`config.mk`:
```
export PLATFORM = sky130hd
export DESIGN_NAME = light_meas_sched
export DESIGN_NICKNAME = d
export VERILOG_FILES = /design/src/rtl/light_meas_sched.sv
export SDC_FILE = /design/constraint.sdc
export NUM_CORES = 1
export LEC_CHECK = 0
export BUFFER_PORTS_ARGS = -buffer_cell sky130_fd_sc_hd__clkbuf_2
export CAP_MARGIN = 40
export CORE_MARGIN = 2
export CORE_UTILIZATION = 30
export CTS_CLUSTER_DIAMETER = 200
export CTS_CLUSTER_SIZE = 30
export DETAILED_ROUTE_END_ITERATION = 16
export GPL_ROUTABILITY_DRIVEN = 0
export HOLD_SLACK_MARGIN = 0.05
export PLACE_DENSITY_LB_ADDON = 0.3
export SYNTH_ARGS = -nofsm -noshare
export SYNTH_HDL_FRONTEND = slang
export SYNTH_SLANG_ARGS = --single-unit
```
`constraint.sdc`:
```
create_clock -name clk -period 8.9 [get_ports clk]
set_input_delay 0.89 -clock clk [delete_from_list [all_inputs] [get_ports clk]]
set_output_delay 0.89 -clock clk [all_outputs]
set_load 0.01 [all_outputs]
```
`src/rtl/light_meas_sched.sv`:
```
module light_meas_sched #(
  parameter int TICK_DIV   = 31250,
  parameter int WAKE_TICKS = 8,
  parameter int RES_W      = 20,
  parameter int CNT_W      = 12
) (
  input  logic             clk,
  input  logic             rst_n,
  input  logic             wr_en,
  input  logic [7:0]       wr_addr,
  input  logic [7:0]       wr_data,
  input  logic             rd_en,
  input  logic [7:0]       rd_addr,
  output logic [7:0]       rd_data,
  input  logic [RES_W-1:0] adc_main,
  input  logic [RES_W-1:0] adc_clear,
  output logic             integ_window,
  output logic             result_strobe,
  output logic             data_ready
);

  localparam int PRE_W = (TICK_DIV > 1) ? $clog2(TICK_DIV) : 1;
  localparam int UNIT  = 5;  // shortest window in ticks
  localparam logic [7:0] A_CTRL = 8'h00, A_RATE = 8'h04, A_GAIN = 8'h05, A_STAT = 8'h07;
  localparam logic [7:0] A_CLR0 = 8'h0A, A_MAIN0 = 8'h0D;
  localparam logic [2:0] RST_INTEG = 3'd2, RST_REP = 3'd0, RST_GAIN = 3'd1;

  typedef enum logic [1:0] {S_OFF, S_WAKE, S_MEAS} state_t;

  state_t             state;
  logic               en_q, ready_q;
  logic [2:0]         integ_q, rep_q, gain_q;
  logic [PRE_W-1:0]   pre;
  logic [CNT_W-1:0]   cnt;
  logic [RES_W-1:0]   main_q, clr_q;
  logic [23:0]        main24, clr24;

  function automatic logic [CNT_W-1:0] integ_len(input logic [2:0] c);
    case (c)
      3'd1:    return CNT_W'(UNIT * 64);
      3'd2:    return CNT_W'(UNIT * 32);
      3'd3:    return CNT_W'(UNIT * 16);
      3'd4:    return CNT_W'(UNIT * 8);
      3'd5:    return CNT_W'(UNIT);
      default: return CNT_W'(UNIT * 128);
    endcase
  endfunction

  function automatic logic [CNT_W-1:0] rep_len(input logic [2:0] c);
    case (c)
      3'd0:    return CNT_W'(UNIT * 8);
      3'd1:    return CNT_W'(UNIT * 16);
      3'd2:    return CNT_W'(UNIT * 32);
      3'd3:    return CNT_W'(UNIT * 64);
      3'd4:    return CNT_W'(UNIT * 160);
      3'd5:    return CNT_W'(UNIT * 320);
      default: return CNT_W'(UNIT * 640);
    endcase
  endfunction

  logic [CNT_W-1:0] win_len, per_len;
  logic wr_ctrl, sw_rst, en_on, en_off, param_wr, tick, waking;
  logic unused_bits;

  assign win_len  = integ_len(integ_q);
  assign per_len  = (win_len > rep_len(rep_q)) ? win_len : rep_len(rep_q);
  assign wr_ctrl  = wr_en && (wr_addr == A_CTRL);
  assign sw_rst   = wr_ctrl && wr_data[4];
  assign en_on    = wr_ctrl && wr_data[1] && !en_q;
  assign en_off   = wr_ctrl && !wr_data[1];
  assign param_wr = wr_en && ((wr_addr == A_RATE) || (wr_addr == A_GAIN));
  assign tick     = (pre == PRE_W'(TICK_DIV - 1));
  assign waking   = (state == S_WAKE);
  assign unused_bits = ^{wr_data[7], wr_data[5], wr_data[3]};

  assign integ_window = (state == S_MEAS) && (cnt < win_len);
  assign data_ready   = ready_q;
  assign main24 = 24'(main_q);
  assign clr24  = 24'(clr_q);

  always_ff @(posedge clk or negedge rst_n) begin
    if (!rst_n) begin
      state <= S_OFF; en_q <= 1'b0; ready_q <= 1'b0; result_strobe <= 1'b0;
      integ_q <= RST_INTEG; rep_q <= RST_REP; gain_q <= RST_GAIN;
      pre <= '0; cnt <= '0; main_q <= '0; clr_q <= '0;
    end else if (sw_rst) begin
      state <= S_OFF; en_q <= 1'b0; ready_q <= 1'b0; result_strobe <= 1'b0;
      integ_q <= RST_INTEG; rep_q <= RST_REP; gain_q <= RST_GAIN;
      pre <= '0; cnt <= '0; main_q <= '0; clr_q <= '0;
    end else begin
      result_strobe <= 1'b0;
      pre <= tick ? '0 : pre + 1'b1;
      if (wr_ctrl) en_q <= wr_data[1];
      if (wr_en && wr_addr == A_RATE) begin
        integ_q <= wr_data[6:4];
        rep_q   <= wr_data[2:0];
      end
      if (wr_en && wr_addr == A_GAIN) gain_q <= wr_data[2:0];
      if (rd_en && rd_addr == A_STAT) ready_q <= 1'b0;
      case (state)
        S_OFF: if (en_on) begin
          state <= S_WAKE; cnt <= '0; pre <= '0;
        end
        S_WAKE: begin
          if (en_off) state <= S_OFF;
          else if (tick) begin
            if (cnt == CNT_W'(WAKE_TICKS - 1)) begin
              state <= S_MEAS; cnt <= '0;
            end else cnt <= cnt + 1'b1;
          end
        end
        default: begin
          if (en_off) state <= S_OFF;
          else if (param_wr) begin
            cnt <= '0; pre <= '0;
          end else if (tick) begin
            if (cnt == win_len - 1'b1) begin
              main_q <= adc_main; clr_q <= adc_clear;
              result_strobe <= 1'b1; ready_q <= 1'b1;
            end
            cnt <= (cnt == per_len - 1'b1) ? '0 : cnt + 1'b1;
          end
        end
      endcase
    end
  end

  always_comb begin
    case (rd_addr)
      A_CTRL:      rd_data = {6'b0, en_q, 1'b0};
      A_RATE:      rd_data = {1'b0, integ_q, 1'b0, rep_q};
      A_GAIN:      rd_data = {5'b0, gain_q};
      A_STAT:      rd_data = {4'b0, ready_q, 3'b0};
      A_CLR0:      rd_data = clr24[7:0];
      A_CLR0 + 1:  rd_data = clr24[15:8];
      A_CLR0 + 2:  rd_data = clr24[23:16];
      A_MAIN0:     rd_data = main24[7:0];
      A_MAIN0 + 1: rd_data = main24[15:8];
      A_MAIN0 + 2: rd_data = main24[23:16];
      default:     rd_data = 8'h00;
    endcase
  end

endmodule


```
==> reports/results.tsv <==
stage	metric	value	unit
routing	routed_via_density	5.22	
cells_and_area	fin_nets	790	
timing	skew	0.0194	ns
cts	clk_pin_slew	0.06	ns
grt	grt_pass1_vias	4670	
yosys	synth-edff-count	0	
yosys	synth_flop_cell	dfrtp_1	
routing	drtIter0Drc	388	
routing	vias	4879	
job	cap_violations	0	
die	die_h	140	µm
setup_path	worst_ep_required_time	9.10	ns
die	start_util	30.6	%
placement	hpwl	11400	µm
grt	grt_usage	15.8	%
cts	cts_tree	done	
cells_and_area	seqCellArea	2030	µm²
cells_and_area	syn2layout_area_growth	16.0	%
cts	clockBufferDepth	2	
yosys	synth_nets	732	
placement	io_buffers	76	
timing	max_freq	0.155	GHz
timing	tightest_slew	0.934	ns
setup_path	r2r-start	integ_q[1]$_DFFE_PN1P_	
cts	cts_resized	0	
yosys	synth_top_cell_area_share	35.8	%
run_status	outcome	finished, final reports clean	
setup_path	setup.worst_path.class	flop to flop	
timing	finalMaxSlewViolations	0	
yosys	synth-seq-cells	81	
die	die_w	140	µm
routing	route.detailed.drc	0	
setup_path	worst_setup_path_start_kind	flop	
worst_hold_path	holdCritPathClass	input port to async pin	
cells_and_area	multi_input_comb_area	3240	µm²
setup_path	r2r_setup_slack	2.45	ns
setup_path	r2r-end	cnt[3]$_DFFE_PN0P_	
grt	grt_pass1_wl	24800	µm
cts	cts_hold_buf	0	
cells_and_area	drive_gt1_share	16.7	%
routing	met1_length	7410	µm
routing	wl_per_cell	16.5	µm
routing	met2_length	7060	µm
cts	clk_latency	0.35	ns
cts	cts_root_buffer	clkbuf_16	
grt	antenna_found_initial	0	
yosys	synth-seq-area-share	36.8	%
grt	grt_max_degree	49	
routing	top_layer_used	met4	
yosys	syn_area_per_cell	8.60	µm²
timing	setup_viol	0	
timing	grt_setup_unrepaired	false	
cells_and_area	diodes	0	
cts	cts_made_buffers	9	
power_and_ir_drop	p_per_area	147	nW/µm²
yosys	async_reset_ff_share	100	%
setup_path	startpoint	integ_q[1]$_DFFE_PN1P_	
die	std_cell_rows	49	
yosys	syn-instance-count	642	
cells_and_area	n_fill_cell	1921	
timing	maxSlewHeadroom	37.2	%
routing	totalWireLength	15400	µm
power_and_ir_drop	peakVddDrop	0.0749	mV
setup_path	critPathArrivalTime	6.65	ns
setup_path	worstSetupEndpointType	flop	
die	die_area	19500	µm²
cts	htreeDepth	3	
timing	hold_viol_final	0	
cts	cts_setup_buffers	0	
timing	tns	0	ns
die	core_area	18000	µm²
grt	grt-ovfl-total	0	
timing	final.period_utilization	72.5	%
timing	post-route-min-period	6.45	ns
routing	wl_met3	607	µm
setup_path	r2r_cells	23	
die	pin_count	79	
yosys	yosysTopAreaCell	dfrtp_1	
setup_path	cp_max_fo	23	
yosys	synth_warnings	0	
routing	drt-pass1-iter-count	5	
routing	ant_nets	0	
power_and_ir_drop	p_leak	3.24	nW
power_and_ir_drop	power	0.000943	W
yosys	yosys-top-cells-area	dfrtp_1 36%, mux2i_1 8.7%, nor2_1 6.1%, ha_1 5.0%, nand2_1 3.9%	
yosys	synth.distinct_cells	66	
cts	cts_sinks	81	
yosys	synth_area	5520	µm²
[state kept, by name (all words and copies together) (netlist names)]
register       flops
clr_q             20
main_q            20
pre               15
cnt               12
gain_q             3
integ_q            3
rep_q              3
state              2
data_ready         1
en_q               1
result_strobe      1
[worst max-delay path: stages, from the launching register on]
cell      delay (ns)
dfstp_2         0.77
inv_1           0.19
ha_1            0.71
nor2_1          0.08
nand3_1         0.18
inv_2           0.08
nor2_1          0.13
inv_1           0.06
ha_1            0.31
a21o_1          0.18
a21oi_1         0.19
nand3_1         0.18
nand2_1         0.27
nor2_1          0.07
a21oi_1         0.13
ha_1            0.34
and3b_1         0.21
a221o_1         0.28
o21ai_1         0.15
a21oi_1         0.08
nor4_1          0.46
nand4b_1        0.57
nand3_1         0.55
o22ai_1         0.16
[synth_stat cells, drive strengths merged, types with 5 or more instances]
cell and instances:
xnor2 16, nand2 59, a22oi 7, and2 8, or3 5, nor4b 5
and3 8, mux2i 48, a31oi 10, nand4 8, a211oi 7, dfrtp 79
a21oi 23, o21ai 21, nor4 7, clkbuf 17, buf 17, a22o 7
inv 29, nand2b 15, ha 22, o22ai 8, nand3 34, xor2 12
nor3 16, a21o 14, nor3b 5, nor2 90, mux2 5
[metal layers]
metal | track usage [%] | up-vias
met5 | 0 | -
met4 | 5.63 | 0
met3 | 2.06 | 20
met2 | 24.1 | 128
met1 | 22.8 | 2327
li1 | - | 2404
[cells by family after synthesis]
kind of cell,after synthesis,share of synthesized area (%)
xor+xnor,28,4.44
compound gates,122,15.0
buf+inv,63,4.62
flops,81,36.8
simple gates,273,24.5
mux,53,9.72
fa+ha+maj,22,4.99
[power breakdown]
group	internal [W]	total, W	switching [W]	leakage [nW]
Combinational	0.0000680	0.000150	0.0000822	2.04
Sequential	0.000387	0.000414	0.0000267	1.05
Clock	0.000219	0.000379	0.000160	0.144
Total	0.000674	0.000943	0.000269	3.24
[per-stage QoR]
step | hold slack, ns | std cells | setup slack, ns | utilization, % | area, µm²
floorplan | 0.464 | 642 | 4.10 | - | 5520
global placement | 0.488 | 917 | 2.54 | 33.7 | 6080
detailed placement | 0.491 | 918 | 2.58 | 33.9 | 6110
CTS | 0.348 | 934 | 2.54 | 35.5 | 6410
global route | 0.356 | 934 | 1.99 | 35.5 | 6410
finish | 0.356 | 934 | 2.45 | 35.5 | 6410
[cells in the final DEF, fill, tap and decap left out, types with 9 or more instances in the layout]
cell and instances:
a31oi_1 10, xnor2_1 16, o21ai_0 15, clkbuf_2 75, ha_1 22, dfrtp_1 79
nand2b_1 15, mux2i_1 48, inv_1 26, a21o_1 14, nand3_1 34, nor2_1 88
xor2_1 12, nor3_1 15, nand2_1 58, clkbuf_16 9, a21oi_1 23
[how the worst max path moves through the flow]
| stage | slack (ns) | to |
|---|---|---|
| 6_report | 2.45 | cnt[3]$_DFFE_PN0P_ |
| 5_1_grt | 1.99 | cnt[7]$_DFFE_PN0P_ |
| 4_1_cts | 2.54 | cnt[3]$_DFFE_PN0P_ |
| 3_5_place_dp | 2.58 | cnt[8]$_DFFE_PN0P_ |
| 3_3_place_gp | 2.54 | cnt[5]$_DFFE_PN0P_ |
| 2_1_floorplan | 4.10 | cnt[10]$_DFFE_PN0P_ |
[final cells by class]
type	instances	share of cell area, %
Timing Repair Buffer	81	6.87
Multi-Input combinational cell	498	50.6
Clock inverter	6	1.05
Clock buffer	10	3.57
Inverter	29	1.70
Sequential cell	81	31.7
Tap cell	229	4.47
Power figures use the tool's default switching activity.
